==> src/rtl/i2c_tgt_pkg.sv <==
package i2c_tgt_pkg;

  localparam int ADDR_W    = 8;
  localparam int BYTE_W    = 8;
  localparam int PAGE_BITS = 3;

  typedef enum logic [3:0] {
    ST_IDLE,
    ST_DEV,
    ST_DEV_ACK,
    ST_MADDR,
    ST_MADDR_ACK,
    ST_WDATA,
    ST_WDATA_ACK,
    ST_RDATA,
    ST_RACK
  } tgt_state_e;

  // write bursts stay inside the aligned row: only the low bits advance
  function automatic logic [ADDR_W-1:0] row_next(input logic [ADDR_W-1:0] a);
    logic [PAGE_BITS-1:0] low;
    low = a[PAGE_BITS-1:0] + {{(PAGE_BITS-1){1'b0}}, 1'b1};
    return {a[ADDR_W-1:PAGE_BITS], low};
  endfunction

  // read bursts walk the whole space and roll over at the top
  function automatic logic [ADDR_W-1:0] lin_next(input logic [ADDR_W-1:0] a);
    return a + {{(ADDR_W-1){1'b0}}, 1'b1};
  endfunction

  function automatic logic in_window(input logic [ADDR_W-1:0] a,
                                     input logic [ADDR_W-1:0] lo,
                                     input logic [ADDR_W-1:0] hi);
    return (a >= lo) && (a <= hi);
  endfunction

endpackage

==> src/rtl/i2c_line_cond.sv <==
module i2c_line_cond #(
  parameter int STAGES = 2
) (
  input  logic clk,
  input  logic rst_n,
  input  logic scl_i,
  input  logic sda_i,
  output logic sda_s_o,
  output logic scl_rise_o,
  output logic scl_fall_o,
  output logic start_o,
  output logic stop_o
);

  logic [STAGES-1:0] scl_sh;
  logic [STAGES-1:0] sda_sh;
  logic              scl_q;
  logic              sda_q;
  logic              scl_s;
  logic              sda_s;

  assign scl_s = scl_sh[STAGES-1];
  assign sda_s = sda_sh[STAGES-1];

  // idle bus is high: reset the chain to ones so no false START is seen
  always_ff @(posedge clk or negedge rst_n) begin
    if (!rst_n) begin
      scl_sh <= '1;
      sda_sh <= '1;
      scl_q  <= 1'b1;
      sda_q  <= 1'b1;
    end else begin
      scl_sh <= {scl_sh[STAGES-2:0], scl_i};
      sda_sh <= {sda_sh[STAGES-2:0], sda_i};
      scl_q  <= scl_s;
      sda_q  <= sda_s;
    end
  end

  assign sda_s_o    = sda_s;
  assign scl_rise_o = scl_s & ~scl_q;
  assign scl_fall_o = ~scl_s & scl_q;
  assign start_o    = scl_s & scl_q & sda_q & ~sda_s;
  assign stop_o     = scl_s & scl_q & ~sda_q & sda_s;

endmodule

==> src/rtl/i2c_bit_engine.sv <==
module i2c_bit_engine #(
  parameter int W = 8
) (
  input  logic         clk,
  input  logic         rst_n,
  input  logic         clr_i,
  input  logic         rise_i,
  input  logic         sda_i,
  input  logic         tx_load_i,
  input  logic [W-1:0] tx_data_i,
  input  logic         tx_shift_i,
  output logic [W-1:0] rx_byte_o,
  output logic         full_o,
  output logic         tx_peek_o
);

  localparam int CW = $clog2(W + 1);

  logic [CW-1:0] cnt_q;
  logic [W-1:0]  rx_q;
  logic [W-1:0]  tx_q;

  assign full_o    = (cnt_q == CW'(W));
  assign rx_byte_o = rx_q;
  assign tx_peek_o = tx_q[W-2];

  // the counter saturates at W, so the ninth clock does not disturb the byte
  always_ff @(posedge clk or negedge rst_n) begin
    if (!rst_n) begin
      cnt_q <= '0;
      rx_q  <= '0;
    end else if (clr_i) begin
      cnt_q <= '0;
    end else if (rise_i && !full_o) begin
      cnt_q <= cnt_q + CW'(1);
      rx_q  <= {rx_q[W-2:0], sda_i};
    end
  end

  always_ff @(posedge clk or negedge rst_n) begin
    if (!rst_n)          tx_q <= '0;
    else if (tx_load_i)  tx_q <= tx_data_i;
    else if (tx_shift_i) tx_q <= {tx_q[W-2:0], 1'b0};
  end

endmodule

==> src/rtl/i2c_mem_target.sv <==
module i2c_mem_target
  import i2c_tgt_pkg::*;
#(
  parameter logic [5:0]        DEV_ADDR_HI = 6'b101000,
  parameter int                SYNC_STAGES = 2,
  parameter logic [ADDR_W-1:0] RSV_LO      = 8'h40,
  parameter logic [ADDR_W-1:0] RSV_HI      = 8'hEF
) (
  input  logic              clk,
  input  logic              rst_n,
  input  logic              scl_i,
  input  logic              sda_i,
  input  logic              addr_sel_i,
  input  logic              nv_busy_i,
  output logic              sda_oe_o,
  output logic [ADDR_W-1:0] reg_addr_o,
  output logic              reg_rd_o,
  input  logic [BYTE_W-1:0] reg_rdata_i,
  output logic              reg_wr_o,
  output logic [BYTE_W-1:0] reg_wdata_o
);

  tgt_state_e        state_q;
  logic              rw_q;
  logic              mack_q;
  logic              oe_q;
  logic [ADDR_W-1:0] addr_q;

  // events recovered from the bus
  logic              sda_s_w;
  logic              scl_rise_w;
  logic              scl_fall_w;
  logic              start_w;
  logic              stop_w;

  // shifter interface
  logic              cnt_clr_w;
  logic [BYTE_W-1:0] rx_byte_w;
  logic              byte_full_w;
  logic              tx_peek_w;
  logic              tx_shift_w;
  logic [BYTE_W-1:0] tx_data_w;

  // named internal events, also used by the checker
  logic              byte_done_w;
  logic              dev_byte_done_w;
  logic              dev_match_w;
  logic              in_ack_w;
  logic              rd_fetch_w;
  logic              wr_fire_w;
  logic              rsv_w;

  i2c_line_cond #(.STAGES(SYNC_STAGES)) u_line (
    .clk        (clk),
    .rst_n      (rst_n),
    .scl_i      (scl_i),
    .sda_i      (sda_i),
    .sda_s_o    (sda_s_w),
    .scl_rise_o (scl_rise_w),
    .scl_fall_o (scl_fall_w),
    .start_o    (start_w),
    .stop_o     (stop_w)
  );

  i2c_bit_engine #(.W(BYTE_W)) u_bits (
    .clk        (clk),
    .rst_n      (rst_n),
    .clr_i      (cnt_clr_w),
    .rise_i     (scl_rise_w),
    .sda_i      (sda_s_w),
    .tx_load_i  (rd_fetch_w),
    .tx_data_i  (tx_data_w),
    .tx_shift_i (tx_shift_w),
    .rx_byte_o  (rx_byte_w),
    .full_o     (byte_full_w),
    .tx_peek_o  (tx_peek_w)
  );

  assign in_ack_w = (state_q == ST_DEV_ACK) || (state_q == ST_MADDR_ACK) ||
                    (state_q == ST_WDATA_ACK) || (state_q == ST_RACK);

  assign byte_done_w     = byte_full_w && scl_fall_w;
  assign dev_byte_done_w = (state_q == ST_DEV) && byte_done_w;
  assign dev_match_w     = (rx_byte_w[BYTE_W-1:1] == {DEV_ADDR_HI, addr_sel_i});
  assign rsv_w           = in_window(addr_q, RSV_LO, RSV_HI);

  assign rd_fetch_w = scl_fall_w &&
                      (((state_q == ST_DEV_ACK) && rw_q) ||
                       ((state_q == ST_RACK) && mack_q));
  assign wr_fire_w  = (state_q == ST_WDATA) && byte_done_w;
  assign tx_shift_w = (state_q == ST_RDATA) && scl_fall_w && !byte_full_w;
  assign cnt_clr_w  = start_w || (scl_fall_w && in_ack_w);
  assign tx_data_w  = rsv_w ? '0 : reg_rdata_i;

  assign reg_addr_o  = addr_q;
  assign reg_wdata_o = rx_byte_w;
  assign reg_wr_o    = wr_fire_w && !rsv_w;
  assign reg_rd_o    = rd_fetch_w && !rsv_w;
  assign sda_oe_o    = oe_q;

  always_ff @(posedge clk or negedge rst_n) begin
    if (!rst_n) begin
      state_q <= ST_IDLE;
      rw_q    <= 1'b0;
      mack_q  <= 1'b0;
      oe_q    <= 1'b0;
      addr_q  <= '0;
    end else if (start_w) begin
      state_q <= ST_DEV;
      oe_q    <= 1'b0;
    end else if (stop_w) begin
      state_q <= ST_IDLE;
      oe_q    <= 1'b0;
    end else begin
      case (state_q)
        ST_IDLE: ;
        ST_DEV: begin
          if (byte_done_w) begin
            if (dev_match_w && !nv_busy_i) begin
              oe_q    <= 1'b1;
              rw_q    <= rx_byte_w[0];
              state_q <= ST_DEV_ACK;
            end else begin
              state_q <= ST_IDLE;
            end
          end
        end
        ST_DEV_ACK: begin
          if (scl_fall_w) begin
            if (rw_q) begin
              oe_q    <= ~tx_data_w[BYTE_W-1];
              addr_q  <= lin_next(addr_q);
              state_q <= ST_RDATA;
            end else begin
              oe_q    <= 1'b0;
              state_q <= ST_MADDR;
            end
          end
        end
        ST_MADDR: begin
          if (byte_done_w) begin
            oe_q    <= 1'b1;
            addr_q  <= rx_byte_w;
            state_q <= ST_MADDR_ACK;
          end
        end
        ST_MADDR_ACK, ST_WDATA_ACK: begin
          if (scl_fall_w) begin
            oe_q    <= 1'b0;
            state_q <= ST_WDATA;
          end
        end
        ST_WDATA: begin
          if (byte_done_w) begin
            oe_q    <= 1'b1;
            addr_q  <= row_next(addr_q);
            state_q <= ST_WDATA_ACK;
          end
        end
        ST_RDATA: begin
          if (scl_fall_w) begin
            if (byte_full_w) begin
              oe_q    <= 1'b0;
              state_q <= ST_RACK;
            end else begin
              oe_q <= ~tx_peek_w;
            end
          end
        end
        ST_RACK: begin
          if (scl_rise_w) mack_q <= ~sda_s_w;
          if (scl_fall_w) begin
            if (mack_q) begin
              oe_q    <= ~tx_data_w[BYTE_W-1];
              addr_q  <= lin_next(addr_q);
              state_q <= ST_RDATA;
            end else begin
              oe_q    <= 1'b0;
              state_q <= ST_IDLE;
            end
          end
        end
        default: state_q <= ST_IDLE;
      endcase
    end
  end

endmodule

==> config.mk <==
export PLATFORM = sky130hd
export DESIGN_NAME = i2c_mem_target
export DESIGN_NICKNAME = d
export VERILOG_FILES = /design/src/rtl/i2c_tgt_pkg.sv /design/src/rtl/i2c_line_cond.sv /design/src/rtl/i2c_bit_engine.sv /design/src/rtl/i2c_mem_target.sv
export SDC_FILE = /design/constraint.sdc
export NUM_CORES = 1
export LEC_CHECK = 0
export ABC_AREA = 1
export BUFFER_PORTS_ARGS = -buffer_cell sky130_fd_sc_hd__buf_2
export CORE_MARGIN = 2
export CORE_UTILIZATION = 40
export CTS_BUF_LIST = sky130_fd_sc_hd__clkbuf_16
export DETAILED_ROUTE_END_ITERATION = 8
export PLACE_DENSITY = 0.6
export SLEW_MARGIN = 30
export SYNTH_ARGS = -nofsm -noshare
export SYNTH_HDL_FRONTEND = slang
export SYNTH_SLANG_ARGS = --single-unit
==> constraint.sdc <==
create_clock -name clk -period 2 [get_ports clk]
set_input_delay 0.2 -clock clk [delete_from_list [all_inputs] [get_ports clk]]
set_output_delay 0.2 -clock clk [all_outputs]
set_load 0.05 [all_outputs]
==> flow_summary_export.csv <==
group,metric,value,unit
clock_network,cts_tree,"yes",
power,switching_share,40.1,%
logic_synthesis,async_flop_share,100,%
routing,dr_total_vias,2088,
logic_synthesis,synth_most_common_cell,"nand2_1",
placed_design,dp_slack,0.260,ns
power,p_int,1.75,mW
logic_synthesis,yosysWarnings,0,
layout,post-route-util,49.7,%
timing,finalCritPeriodShare,94.4,%
placed_design,port_buffers,32,
power,p_leak,1.41,nW
floorplan,die_h,79.0,um
floorplan,placeableCoreArea,5470,um2
logic_synthesis,ys.flop_type,"dfrtp_1",
critical_path,required,1.80,ns
timing,holdWs,0.0219,ns
floorplan,ios,33,
power,power_density,1070,nW/um2
routing,wl,5.42,mm
floorplan,die_area,6250,um2
critical_path,crit_arrival,1.69,ns
timing,finalSetupTns,0,ns
timing,rsz0062_at_grt,"false",
timing,hold_violations,0,
logic_synthesis,synth.ff_latch_count,40,
clock_network,clockBufferDepth,2,
clock_network,htree_levels,2,
layout,drive_above_1_share,20.1,%
layout,finalNetCount,369,
critical_path,cp_max_fo,9,
critical_path,start_kind,"register",
layout,multi_input_area,1110,um2
timing,worstMarginPinSlew,0.512,ns
placed_design,hpwl,4.09,mm
logic_synthesis,synth_edf_count,0,
job,cap_violations,0,
global_routing,grt_pass1_wl,9.40,mm
timing,fin_crit,1.89,ns
routing,drc_errors,0,
layout,syn_to_final_growth,20.7,%
power,switchingPower,1.17,mW
logic_synthesis,seq_area_frac_synth,44.8,%
logic_synthesis,syn_avg_cell_area,7.31,um2
outcome,outcome,"complete, no violations",
layout,stdcell_count,425,
logic_synthesis,syn_area,2250,um2
global_routing,grt.overflow.total,0,
logic_synthesis,synth_top_area_share,37.8,%
power,ir_worst_vdd,0.487,mV
timing,fmax,530,MHz
logic_synthesis,synth.distinct_cells,27,
layout,fin_area,2720,um2
global_routing,grt_max_degree,41,
logic_synthesis,yosysTopAreaCell,"dfrtp_1",
timing,slew_headroom,65.9,%
placed_design,place_inst,416,
logic_synthesis,synth_fp_nets,325,
global_routing,antenna_found_initial,0,
timing,finalClockSkew,0.0104,ns
layout,num-fill-cells,570,
power,power_frac_comb,33.0,%
power,seqPwrFrac,41.1,%
critical_path,crit_type,"reg2out",
routing,routedWlPerCell,12.8,um
layout,antenna_cells,0,
clock_network,clock_latency,0.28,ns
floorplan,start_util,41.2,%
timing,drv_slew,0,
power,power.total,2.91,mW
logic_synthesis,netlist_top_cells_area,"dfrtp_1 38%, nand2_1 15%, dfstp_2 7.0%",
global_routing,grtUsageTotal,19.1,%
clock_network,cts_num_sinks,40,
clock_network,clk_pin_slew,0.06,ns
timing,setup_violations,0,
power,pwr-share-clk,25.9,%
floorplan,dieWidth,79.0,um
worst_hold_path,min_path_type,"in2reg",
routing,drt_pass1_iterations,5,
routing,via_per_inst,4.91,
clock_network,cts_root_buffer,"clkbuf_16",
timing,setup_slack,0.113,ns
floorplan,std_cell_rows,27,
critical_path,rrSetupSlack,0.30,ns
logic_synthesis,synth_common_cells,"92 x nand2_1, 36 x inv_1, 34 x dfrtp_1",
routing,ant_nets,0,
routing,drt-initial-drc-count,185,
critical_path,cp-end-kind,"output pin",
global_routing,grt_pass1_vias,2055,
placed_design,post_dp_cell_area,2540,um2
layout,layout.area.seq,1010,um2
logic_synthesis,synthCells,308,
clock_network,cts_buffers,5,
placed_design,gp_congestion,0.961,
power groups by stage:
| stage | logic (mW) | clock network [mW] | registers (mW) |
|---|---|---|---|
| floorplan | 0.436 | 0 | 1.46 |
| global placement | 0.950 | 0 | 1.20 |
| detailed placement | 0.961 | 0 | 1.20 |
| CTS | 0.967 | 0.769 | 1.19 |
| global route | 1.08 | 0.803 | 1.23 |
| finish | 0.962 | 0.755 | 1.20 |
registers in the layout, summed over array words and instances (netlist names):
signal / count
mack_q: 1
reg_addr_o: 8
rw_q: 1
sda_oe_o: 1
state_q: 4
u_bits.cnt_q: 4
u_bits.rx_byte_o: 8
u_bits.tx_q: 7
u_line.scl_q: 1
u_line.scl_sh: 2
u_line.sda_q: 1
u_line.sda_sh: 2
kinds of logic after synthesis:
kind of cell / share of synthesized area, %
AOI/OAI and AO/OA: 12.5
and+or+nand+nor: 32.7
buffers and inverters: 6.83
xor gates and xnor gates: 1.56
adders and majority gates: 1.67
DFF: 44.8
repair_timing:
action | CTS | global route
hold buffers | 1 | 0
buffers inserted | 0 | 0
cloned | 0 | 0
gates resized for setup | 2 | 6
endpoints found under the setup margin | 1 | 2
hold endpoints to repair | 5 | 0
pin swaps | 0 | 0
path summary, 6_finish.rpt:
check | endpoint | depth (start not counted) | from
max | reg_rd_o | 6 | state_q[1]$_DFFE_PN0P_
min | u_line.scl_sh[0]$_DFF_PN1_ | 1 | scl_i
max reg2reg | sda_oe_o$_DFFE_PN0P_ | 10 | u_bits.cnt_q[1]$_DFFE_PN0P_
min reg2reg | u_line.sda_sh[1]$_DFF_PN1_ | 0 | u_line.sda_sh[0]$_DFF_PN1_
max in group asynchronous | u_line.sda_sh[1]$_DFF_PN1_ | 3 | rst_n
min in group asynchronous | u_bits.tx_q[1]$_DFFE_PN0P_ | 3 | rst_n
cell type report:
| class | instances | share of cell area [%] |
|---|---|---|
| multi-input combinational | 227 | 40.9 |
| sequential | 40 | 37.1 |
| timing repair buffer | 39 | 8.24 |
| inverter | 39 | 5.39 |
| clock buffer | 5 | 4.60 |
| tap | 72 | 3.31 |
| clock inverter | 3 | 0.414 |
critical path, cell delays in order, from the launching register on:
cell	delay, ns
dfrtp_1	0.47
nor2_4	0.19
nand3_1	0.12
nand2_1	0.19
nand2_4	0.13
nor2_4	0.11
buf_4	0.20
per-layer routing:
metal,vias to the layer above,wire length [um],global-route usage (%)
met5,-,0,0
met4,0,86,7.41
met3,6,224,3.30
met2,59,2430,30.0
met1,953,2670,26.5
li1,1070,-,-
cell usage in the layout, fill, tap and decap left out, drive strengths merged:
cell type    Yosys  final
nand2           98     98
inv             39     42
nor2            39     39
o21ai           38     38
buf              0     38
dfrtp           34     34
nand3           15     15
a21oi           12     12
nor3             9      9
dfstp            6      6
clkbuf           2      5
nand4            4      4
xor2             3      3
ha               3      3
o22ai            2      2
nand3b           1      1
o21a             1      1
a21boi           1      1
xnor2            1      1
dlygate4sd3      0      1
Power figures use the tool's default switching activity.
